<file path="src/rtl/errstat_pkg.sv">
package errstat_pkg;
  localparam int BUF_BYTES = 12;
  localparam int IDX_W     = $clog2(BUF_BYTES);
  localparam int HARD_W    = 16;
  localparam int SOFT_W    = 8;
  localparam int RSV_BITS  = 3;
  localparam int HCODE_W   = $clog2(HARD_W);
  localparam int SCODE_W   = $clog2(SOFT_W);
  localparam int FMT_BIT   = 6;
  localparam int ECC_DBIT  = 3;
  localparam int ECC_IBIT  = 4;
  localparam int DCYL_W    = 16;
  localparam int ACYL_W    = 12;
  localparam int FLAG_W    = 4;
  localparam int RETRY_W   = 8;

  typedef enum logic {RD_IDLE, RD_SEND} rd_state_e;
  typedef logic [BUF_BYTES-1:0][7:0] buf_t;
endpackage

</file>
<file path="src/rtl/errstat_decode.sv">
module errstat_decode
  import errstat_pkg::*;
(
  input  logic               hard_evt,
  input  logic [HCODE_W-1:0] hard_code,
  input  logic               soft_evt,
  input  logic [SCODE_W-1:0] soft_code,
  input  logic               ecc_evt,
  input  logic               ecc_id_field,
  input  logic               ecc_uncorr,
  input  logic               act_load,
  input  logic [FLAG_W-1:0]  act_flags,
  output logic [HARD_W-1:0]  hard_set,
  output logic [SOFT_W-1:0]  soft_set,
  output logic               ecc_hard_set
);
  logic fmt_conflict;
  assign fmt_conflict = act_load && act_flags[0] && act_flags[1];

  genvar g;
  generate
    for (g = 0; g < HARD_W; g++) begin : g_hard
      if (g < RSV_BITS) begin : g_rsv
        assign hard_set[g] = 1'b0;
      end else if (g == FMT_BIT) begin : g_fmt
        assign hard_set[g] = (hard_evt && hard_code == HCODE_W'(g)) || fmt_conflict;
      end else begin : g_evt
        assign hard_set[g] = hard_evt && hard_code == HCODE_W'(g);
      end
    end
    for (g = 0; g < SOFT_W; g++) begin : g_soft
      if (g < RSV_BITS) begin : g_rsv
        assign soft_set[g] = 1'b0;
      end else if (g == ECC_DBIT) begin : g_ecd
        assign soft_set[g] = (soft_evt && soft_code == SCODE_W'(g)) ||
                             (ecc_evt && !ecc_id_field);
      end else if (g == ECC_IBIT) begin : g_eci
        assign soft_set[g] = (soft_evt && soft_code == SCODE_W'(g)) ||
                             (ecc_evt && ecc_id_field);
      end else begin : g_evt
        assign soft_set[g] = soft_evt && soft_code == SCODE_W'(g);
      end
    end
  endgenerate

  assign ecc_hard_set = ecc_evt && ecc_uncorr;
endmodule

</file>
<file path="src/rtl/errstat_store.sv">
module errstat_store
  import errstat_pkg::*;
(
  input  logic              clk,
  input  logic              rst_n,
  input  logic              clear,
  input  logic [HARD_W-1:0] hard_set,
  input  logic [SOFT_W-1:0] soft_set,
  input  logic              ecc_hard_set,
  input  logic              des_load,
  input  logic [DCYL_W-1:0] des_cyl,
  input  logic [7:0]        des_head,
  input  logic [7:0]        des_sec,
  input  logic              act_load,
  input  logic [ACYL_W-1:0] act_cyl,
  input  logic [FLAG_W-1:0] act_flags,
  input  logic [7:0]        act_head,
  input  logic [7:0]        act_sec,
  input  logic              retry_inc,
  output buf_t              buf_bytes,
  output logic              ecc_hard
);
  logic [HARD_W-1:0]  hard_q, hard_d;
  logic [SOFT_W-1:0]  soft_q, soft_d;
  logic [DCYL_W-1:0]  dcyl_q, dcyl_d;
  logic [7:0]         dhead_q, dhead_d, dsec_q, dsec_d;
  logic [ACYL_W-1:0]  acyl_q, acyl_d;
  logic [FLAG_W-1:0]  aflg_q, aflg_d;
  logic [7:0]         ahead_q, ahead_d, asec_q, asec_d;
  logic [RETRY_W-1:0] retry_q, retry_d;
  logic               ecc_q, ecc_d;
  logic               upd_en;

  assign upd_en = clear || (|hard_set) || (|soft_set) || ecc_hard_set ||
                  des_load || act_load || retry_inc;

  always_comb begin
    hard_d  = hard_q;
    soft_d  = soft_q;
    dcyl_d  = dcyl_q;
    dhead_d = dhead_q;
    dsec_d  = dsec_q;
    acyl_d  = acyl_q;
    aflg_d  = aflg_q;
    ahead_d = ahead_q;
    asec_d  = asec_q;
    retry_d = retry_q;
    ecc_d   = ecc_q;
    if (clear) begin
      hard_d  = '0;
      soft_d  = '0;
      dcyl_d  = '0;
      dhead_d = '0;
      dsec_d  = '0;
      acyl_d  = '0;
      aflg_d  = '0;
      ahead_d = '0;
      asec_d  = '0;
      retry_d = '0;
      ecc_d   = 1'b0;
    end else begin
      hard_d = hard_q | hard_set;
      soft_d = soft_q | soft_set;
      ecc_d  = ecc_q | ecc_hard_set;
      if (des_load) begin
        dcyl_d  = des_cyl;
        dhead_d = des_head;
        dsec_d  = des_sec;
      end
      if (act_load) begin
        acyl_d  = act_cyl;
        aflg_d  = act_flags;
        ahead_d = act_head;
        asec_d  = act_sec;
      end
      if (retry_inc && retry_q != '1) begin
        retry_d = retry_q + 1'b1;
      end
    end
  end

  always_ff @(posedge clk or negedge rst_n) begin
    if (!rst_n) begin
      hard_q  <= '0;
      soft_q  <= '0;
      dcyl_q  <= '0;
      dhead_q <= '0;
      dsec_q  <= '0;
      acyl_q  <= '0;
      aflg_q  <= '0;
      ahead_q <= '0;
      asec_q  <= '0;
      retry_q <= '0;
      ecc_q   <= 1'b0;
    end else if (upd_en) begin
      hard_q  <= hard_d;
      soft_q  <= soft_d;
      dcyl_q  <= dcyl_d;
      dhead_q <= dhead_d;
      dsec_q  <= dsec_d;
      acyl_q  <= acyl_d;
      aflg_q  <= aflg_d;
      ahead_q <= ahead_d;
      asec_q  <= asec_d;
      retry_q <= retry_d;
      ecc_q   <= ecc_d;
    end
  end

  always_comb begin
    buf_bytes[0]  = hard_q[7:0];
    buf_bytes[1]  = hard_q[15:8];
    buf_bytes[2]  = soft_q;
    buf_bytes[3]  = dcyl_q[7:0];
    buf_bytes[4]  = dcyl_q[15:8];
    buf_bytes[5]  = dhead_q;
    buf_bytes[6]  = dsec_q;
    buf_bytes[7]  = acyl_q[7:0];
    buf_bytes[8]  = {aflg_q, acyl_q[ACYL_W-1:8]};
    buf_bytes[9]  = ahead_q;
    buf_bytes[10] = asec_q;
    buf_bytes[11] = retry_q;
  end

  assign ecc_hard = ecc_q;
endmodule

</file>
<file path="src/rtl/errstat_reader.sv">
module errstat_reader
  import errstat_pkg::*;
(
  input  logic             clk,
  input  logic             rst_n,
  input  logic             start,
  input  buf_t             buf_bytes,
  output logic             rd_valid,
  input  logic             rd_ready,
  output logic [7:0]       rd_data,
  output logic [IDX_W-1:0] rd_idx,
  output logic             rd_last
);
  localparam logic [IDX_W-1:0] LAST_IDX = IDX_W'(BUF_BYTES - 1);

  rd_state_e        st_q, st_d;
  logic [IDX_W-1:0] idx_q, idx_d;
  logic             st_en;

  always_comb begin
    st_d  = st_q;
    idx_d = idx_q;
    unique case (st_q)
      RD_IDLE: begin
        if (start) begin
          st_d  = RD_SEND;
          idx_d = '0;
        end
      end
      RD_SEND: begin
        if (rd_ready) begin
          if (idx_q == LAST_IDX) begin
            st_d  = RD_IDLE;
            idx_d = '0;
          end else begin
            idx_d = idx_q + 1'b1;
          end
        end
      end
      default: begin
        st_d  = RD_IDLE;
        idx_d = '0;
      end
    endcase
  end

  assign st_en = (st_q == RD_IDLE) ? start : rd_ready;

  always_ff @(posedge clk or negedge rst_n) begin
    if (!rst_n) begin
      st_q  <= RD_IDLE;
      idx_q <= '0;
    end else if (st_en) begin
      st_q  <= st_d;
      idx_q <= idx_d;
    end
  end

  assign rd_valid = (st_q == RD_SEND);
  assign rd_idx   = idx_q;
  assign rd_last  = rd_valid && (idx_q == LAST_IDX);
  assign rd_data  = buf_bytes[idx_q];
endmodule

</file>
<file path="src/rtl/errstat_buf.sv">
module errstat_buf
  import errstat_pkg::*;
#(
  parameter int                FUNC_W    = 8,
  parameter logic [FUNC_W-1:0] XFER_CODE = FUNC_W'(1)
) (
  input  logic               clk,
  input  logic               rst_n,
  input  logic               cmd_start,
  input  logic [FUNC_W-1:0]  cmd_func,
  input  logic               hard_evt,
  input  logic [HCODE_W-1:0] hard_code,
  input  logic               soft_evt,
  input  logic [SCODE_W-1:0] soft_code,
  input  logic               ecc_evt,
  input  logic               ecc_id_field,
  input  logic               ecc_uncorr,
  input  logic               des_load,
  input  logic [DCYL_W-1:0]  des_cyl,
  input  logic [7:0]         des_head,
  input  logic [7:0]         des_sec,
  input  logic               act_load,
  input  logic [ACYL_W-1:0]  act_cyl,
  input  logic [FLAG_W-1:0]  act_flags,
  input  logic [7:0]         act_head,
  input  logic [7:0]         act_sec,
  input  logic               retry_inc,
  output logic               ecc_hard,
  output logic               rd_valid,
  input  logic               rd_ready,
  output logic [7:0]         rd_data,
  output logic [IDX_W-1:0]   rd_idx,
  output logic               rd_last
);
  logic [1:0]        rst_sync_q;
  logic              rst_sync_n;
  logic              is_xfer, clear, xfer_start;
  logic [HARD_W-1:0] hard_set;
  logic [SOFT_W-1:0] soft_set;
  logic              ecc_hard_set;
  buf_t              buf_bytes;

  always_ff @(posedge clk or negedge rst_n) begin
    if (!rst_n) rst_sync_q <= 2'b00;
    else        rst_sync_q <= {rst_sync_q[0], 1'b1};
  end
  assign rst_sync_n = rst_sync_q[1];

  assign is_xfer    = (cmd_func == XFER_CODE);
  assign clear      = cmd_start && !is_xfer;
  assign xfer_start = cmd_start && is_xfer;

  errstat_decode u_dec (
    .hard_evt     (hard_evt),
    .hard_code    (hard_code),
    .soft_evt     (soft_evt),
    .soft_code    (soft_code),
    .ecc_evt      (ecc_evt),
    .ecc_id_field (ecc_id_field),
    .ecc_uncorr   (ecc_uncorr),
    .act_load     (act_load),
    .act_flags    (act_flags),
    .hard_set     (hard_set),
    .soft_set     (soft_set),
    .ecc_hard_set (ecc_hard_set)
  );

  errstat_store u_store (
    .clk          (clk),
    .rst_n        (rst_sync_n),
    .clear        (clear),
    .hard_set     (hard_set),
    .soft_set     (soft_set),
    .ecc_hard_set (ecc_hard_set),
    .des_load     (des_load),
    .des_cyl      (des_cyl),
    .des_head     (des_head),
    .des_sec      (des_sec),
    .act_load     (act_load),
    .act_cyl      (act_cyl),
    .act_flags    (act_flags),
    .act_head     (act_head),
    .act_sec      (act_sec),
    .retry_inc    (retry_inc),
    .buf_bytes    (buf_bytes),
    .ecc_hard     (ecc_hard)
  );

  errstat_reader u_rd (
    .clk       (clk),
    .rst_n     (rst_sync_n),
    .start     (xfer_start),
    .buf_bytes (buf_bytes),
    .rd_valid  (rd_valid),
    .rd_ready  (rd_ready),
    .rd_data   (rd_data),
    .rd_idx    (rd_idx),
    .rd_last   (rd_last)
  );
endmodule

</file>
<file path="config.mk">
export PLATFORM = sky130hd
export DESIGN_NAME = errstat_buf
export DESIGN_NICKNAME = d
export VERILOG_FILES = /design/src/rtl/errstat_pkg.sv /design/src/rtl/errstat_decode.sv /design/src/rtl/errstat_store.sv /design/src/rtl/errstat_reader.sv /design/src/rtl/errstat_buf.sv
export SDC_FILE = /design/constraint.sdc
export NUM_CORES = 1
export LEC_CHECK = 0
export BUFFER_PORTS_ARGS = -buffer_cell sky130_fd_sc_hd__buf_2
export CORE_MARGIN = 2
export CORE_UTILIZATION = 35
export CTS_CLUSTER_SIZE = 20
export DETAILED_ROUTE_END_ITERATION = 16
export SYNTH_ARGS = -nofsm -noshare
export SYNTH_HDL_FRONTEND = slang
export SYNTH_HIERARCHICAL = 1
export SYNTH_SLANG_ARGS = --single-unit
</file>
<file path="constraint.sdc">
create_clock -name clk -period 2.8 [get_ports clk]
set_input_delay 0.42 -clock clk [delete_from_list [all_inputs] [get_ports clk]]
set_output_delay 0.42 -clock clk [all_outputs]
set_load 0.01 [all_outputs]
</file>
After elaboration in Yosys (flattened, before gate mapping)
Index checks and enable logic that the tools add are counted.
{"block": "classes", "addsub": 2, "n_lt_le_gt_ge": 1, "n_eq_ne": 23, "n_mux": 30, "bitwise": 4, "reduce_logical": 47}
{"cell": "8-bit two-way mux", "count": 12}
{"cell": "16-bit two-way mux", "count": 3}
{"cell": "4-bit == test, second input constant", "count": 9}
{"cell": "8-bit binary-select mux with 4-bit select", "count": 1}
{"cell": "1-bit logical AND", "count": 27}
{"cell": "12-bit two-way mux", "count": 2}
{"cell": "4-bit two-way mux", "count": 5}
{"cell": "4-bit by 3-bit == test with 1-bit output, second input constant", "count": 4}
{"cell": "16-bit OR", "count": 1}
{"cell": "13-bit OR reduction", "count": 1}
{"cell": "3-bit == test, second input constant", "count": 4}
{"cell": "1-bit logical OR", "count": 9}
{"cell": "8-bit by 1-bit adder with 8-bit output, second input constant", "count": 1}
{"cell": "8-bit by 1-bit == test with 1-bit output, second input constant", "count": 1}
{"cell": "8-bit inequality test, second input constant", "count": 1}
{"cell": "8-bit OR", "count": 1}
{"cell": "4-bit one-hot mux with 2 select lines", "count": 1}
{"cell": "2-bit AND reduction", "count": 3}
{"cell": "2-bit nonzero test", "count": 3}
{"cell": "4-bit by 5-bit < comparator with 1-bit output, second input constant", "count": 1}
{"cell": "1-bit two-way mux", "count": 5}
{"cell": "5-bit OR reduction", "count": 1}
{"cell": "4-bit by 1-bit adder with 4-bit output, second input constant", "count": 1}
{"cell": "4-bit by 2-bit == test with 1-bit output, second input constant", "count": 1}
{"cell": "other kinds (8)", "count": 9}
{"block": "word_totals", "register_bits": 104, "inputBits": 91, "output_inout_bits": 15, "word_cells": 121}

Logic depth before layout (Yosys ltp)
{"block": "logic_depth", "depth_word": 11, "mapped_depth": 7}

By module
The synthesis kept the hierarchy.
{"mod": "errstat_store", "n_inst": 1, "cells_per_inst": 327, "area_per_inst_um2": 3808.7, "seq_area_each_um2": 2427.3}
{"mod": "errstat_reader", "n_inst": 1, "cells_per_inst": 106, "area_per_inst_um2": 1139.8, "seq_area_each_um2": 125.1}
{"mod": "errstat_decode", "n_inst": 1, "cells_per_inst": 39, "area_per_inst_um2": 217.7, "seq_area_each_um2": 0.0}
{"mod": "errstat_buf", "n_inst": 1, "cells_per_inst": 7, "area_per_inst_um2": 95.1, "seq_area_each_um2": 50.0}

Worst setup path after synthesis
Ideal clock, no wire load.
{"block": "synth_timing", "path_type": "reg2out", "from": "register u_rd.idx_q[1] (netlist: u_rd/rd_idx[1])", "to": "output port rd_data[5]", "arrival_ns": 1.471, "setup_slack_ns": 0.909, "stages_incl_launch_ff": 6, "path_buffers": 2, "path_cell_list": "dfrtp_1 buf_4 clkbuf_1 mux4_2 o221ai_1 nand2_1"}
{"block": "synth_between", "elab_chain_cells": 2}
{"element": "start, declared", "line_no": "errstat_reader.sv:17", "rtl": "logic [IDX_W-1:0] idx_q, idx_d;"}
{"element": "start signal, assigned", "line_no": "errstat_reader.sv:55", "rtl": "idx_q <= idx_d;"}
{"element": "8-bit binary-select mux with 4-bit select", "line_no": "errstat_reader.sv:62", "rtl": "assign rd_data = buf_bytes[idx_q];"}
{"element": "8-bit two-way mux (not written as such)", "line_no": "errstat_reader.sv:62"}
{"element": "end, declared", "line_no": "errstat_buf.sv:31", "rtl": "output logic [7:0] rd_data,"}
No other way between the ends. The select of a mux whose other input is x is not followed.

Worst setup path after layout
{"block": "layout_timing", "from": "register u_rd.idx_q[0] (netlist: u_rd/rd_idx[0])", "to": "output port rd_data[0]"}
Same word-level chain as after synthesis.

==> flow_summary.toml <==
[final_layout]
drive_above_1_share_pct = 26.1
multi_input_area_um2 = 2450
finalNonFillerCells = 763
fin_area_um2 = 6210
final_cell_mix = "nor2_1 (130), buf_2 (105), dfrtp_1 (102), mux2i_1 (74), nand2_1 (24)"
fill_cells = 1355
area_growth_syn_to_layout_pct = 18.1
utilization_pct = 42.6
regArea_um2 = 2610
antenna_cells = 0
layout_commonest_cell = "nor2_1"
fin_nets = 667

[floorplan]
die_w_um = 127
io_pins = 106
die-height_um = 127
start_util_pct = 36.1
rows = 44
core_area_um2 = 14600
dieArea_um2 = 16000

[drt]
viasPerCell = 5.14
drc = 0
ant_nets = 0
drt_iter0_drc = 238
wl_per_cell_um = 17.2
first_pass_iters = 4
totalWireLength_um = 13100
via_count = 3919

[place]
dp_cells = 746
io_buffers = 105
dp.final_hpwl_um = 9570
placed_area_um2 = 5910
gp_congestion = 0.920

[synthesis]
ys_warn_count = 6
yosysTopAreaCell = "dfrtp_1"
synth_top_area_share_pct = 49.5
synth_area_um2 = 5260
ys.flop_type = "dfrtp_1"
ys_seq_area_share_pct = 49.5
synth_area_leaders = "dfrtp_1 (49%), mux2i_1 (14%), nor2_1 (9.3%), mux4_1 (7.5%), mux2_2 (1.7%)"
yosysUniqueCellTypes = 47
async_flop_share_pct = 100
ys_ff_latch = 104
synthCells = 479
synth_area_per_cell_um2 = 11.0
synth-edff-count = 0

[grt]
grt_usage_pct = 17.1
grt_overflow = 0
antenna_found_initial = 0
grt_pass1_vias = 4043
grt_pass1_wl_um = 21300
grt_max_degree = 98

[worst_setup_path]
critPathKind = "register to output port"
ff2ff_path_depth = 6
worstPathMaxFanout = 23
worstReg2RegEnd = "u_rd/rd_idx[3]"
reg2reg_slack_ps = 1070
critPathRequiredTime_ps = 2380
startpoint_type = "register"
reg2reg_from = "u_rd/rd_idx[0]"
end_kind = "output port"
crit_arrival_ps = 2180

[cts]
cts_tree = "built"
clockRootBuffer = "clkbuf_16"
clk_pin_slew_worst_paths_ps = 70
cts-root-to-sink-buffers = 2
clock_latency_ps = 360
cts_inserted_buffers = 9
cts.sinks = 104
cts_max_level = 3

[timing]
fmax_mhz = 384
finalClockSkew_ps = 6.13
setup_viol = 0
min_period_ps = 2600
slew_violations = 0
max-slew-margin-rel_pct = 31.4
finalHoldViolations = 0
timing.setup.tns_ps = 0
finalCritPeriodShare_pct = 93.0
worst_pin_slew_ps = 1030
rsz0062_at_grt = "no"

[run_status]
status = "finished, final reports clean"

[worst_hold_path]
hold_class = "register to async pin"

[power_and_ir_drop]
power_leakage_uw = 0.00315
cellPowerDensity_nw_per_um2 = 606
ir_drop_mv = 0.306

[job]
maxCapViolCount = 0
==> cells by family (layout without fill, tap and decap cells) <==
family	count (synthesis)	after routing	share of synthesized area [%]
xor+xnor	3	3	0.499
fa+ha+maj	2	2	0.476
buf+inv	40	135	4.57
compound gates	38	38	5.09
simple gates	192	192	16.1
other cells	2	7	0.143
flops	104	104	49.5
mux	98	98	23.7
==> layout make-up <==
cell class	count	area share (%)
Clock buffer	9	3.63
Clock inverter	7	1.01
Inverter	2	0.121
Multi-Input combinational cell	340	39.4
Sequential cell	104	42.0
Tap cell	184	3.71
Timing Repair Buffer	117	10.2
==> registers in the layout (all words and copies together), names as in the netlist <==
register          cells
u_store/dhead_q       8
rst_sync_q            2
u_store/retry_q       8
u_store/dcyl_q       16
u_rd/rd_idx           4
u_store/ahead_q       8
u_store/soft_q        8
u_store/ecc_hard      1
u_store/asec_q        8
u_store/acyl_q       12
u_store/aflg_q        4
u_rd/rd_valid         1
u_store/dsec_q        8
u_store/hard_q       16
==> synthesized netlist by cell type (2+ instances only) <==
cell type / number
a31oi_1: 11
nor4b_2: 2
and3_1: 2
o221ai_1: 8
nand2_1: 24
dfrtp_1: 104
mux2i_1: 74
nand2b_1: 3
inv_1: 2
conb_1: 2
clkbuf_1: 19
buf_4: 7
a21boi_0: 3
nand3b_1: 2
nor2_1: 130
o31ai_1: 2
nor3_1: 7
buf_6: 4
mux2_2: 8
o21ai_0: 7
nor3b_1: 3
nand3_1: 8
mux4_1: 15
ha_1: 2
xor2_1: 3
buf_2: 6
==> worst max path at each step <==
stage | from | to
floorplan | u_rd/rd_idx[1] | rd_data[5]
global placement | u_rd/rd_idx[0] | rd_data[7]
detailed placement | u_rd/rd_idx[0] | rd_data[3]
CTS | u_rd/rd_idx[0] | rd_data[3]
global route | u_rd/rd_idx[0] | rd_data[1]
finish | u_rd/rd_idx[0] | rd_data[0]
==> layer usage <==
metal / vias up / wire length [um] / track usage, %
met1: 1925 / 5940 / 23.4
met4: 0 / 299 / 5.69
met3: 23 / 846 / 5.40
met5: - / 0 / 0
li1: 1859 / - / -
met2: 112 / 6050 / 25.7
==> report_power, final <==
part | total (uW) | switching [uW] | internal, uW
Clock | 1230 | 611 | 621
Combinational | 827 | 415 | 412
Sequential | 1710 | 119 | 1590
==> through the flow <==
stage / hold WS, ps / worst slack, ps / total power [uW]
after floorplan: 124 / 909 / 2340
after global placement: 210 / 466 / 2560
after detailed placement: 212 / 414 / 2570
after CTS: 291 / 22.3 / 3830
after global routing: 301 / 67.1 / 3970
final: 285 / 196 / 3770
==> worst max-delay path, stage by stage (launching register included) <==
cell     delay, ps
dfrtp_2        520
buf_4          370
mux4_1         610
nand2_1         90
nand2_1         80
buf_2          150
==> what timing repair did <==
action / CTS / global route
endpoints found under the hold margin: 2 / 0
buffers inserted: 0 / 0
setup endpoints to repair: 0 / 8
gates resized for setup: 0 / 1
hold buffers: 1 / 0
(Power assumes the default switching activity.)
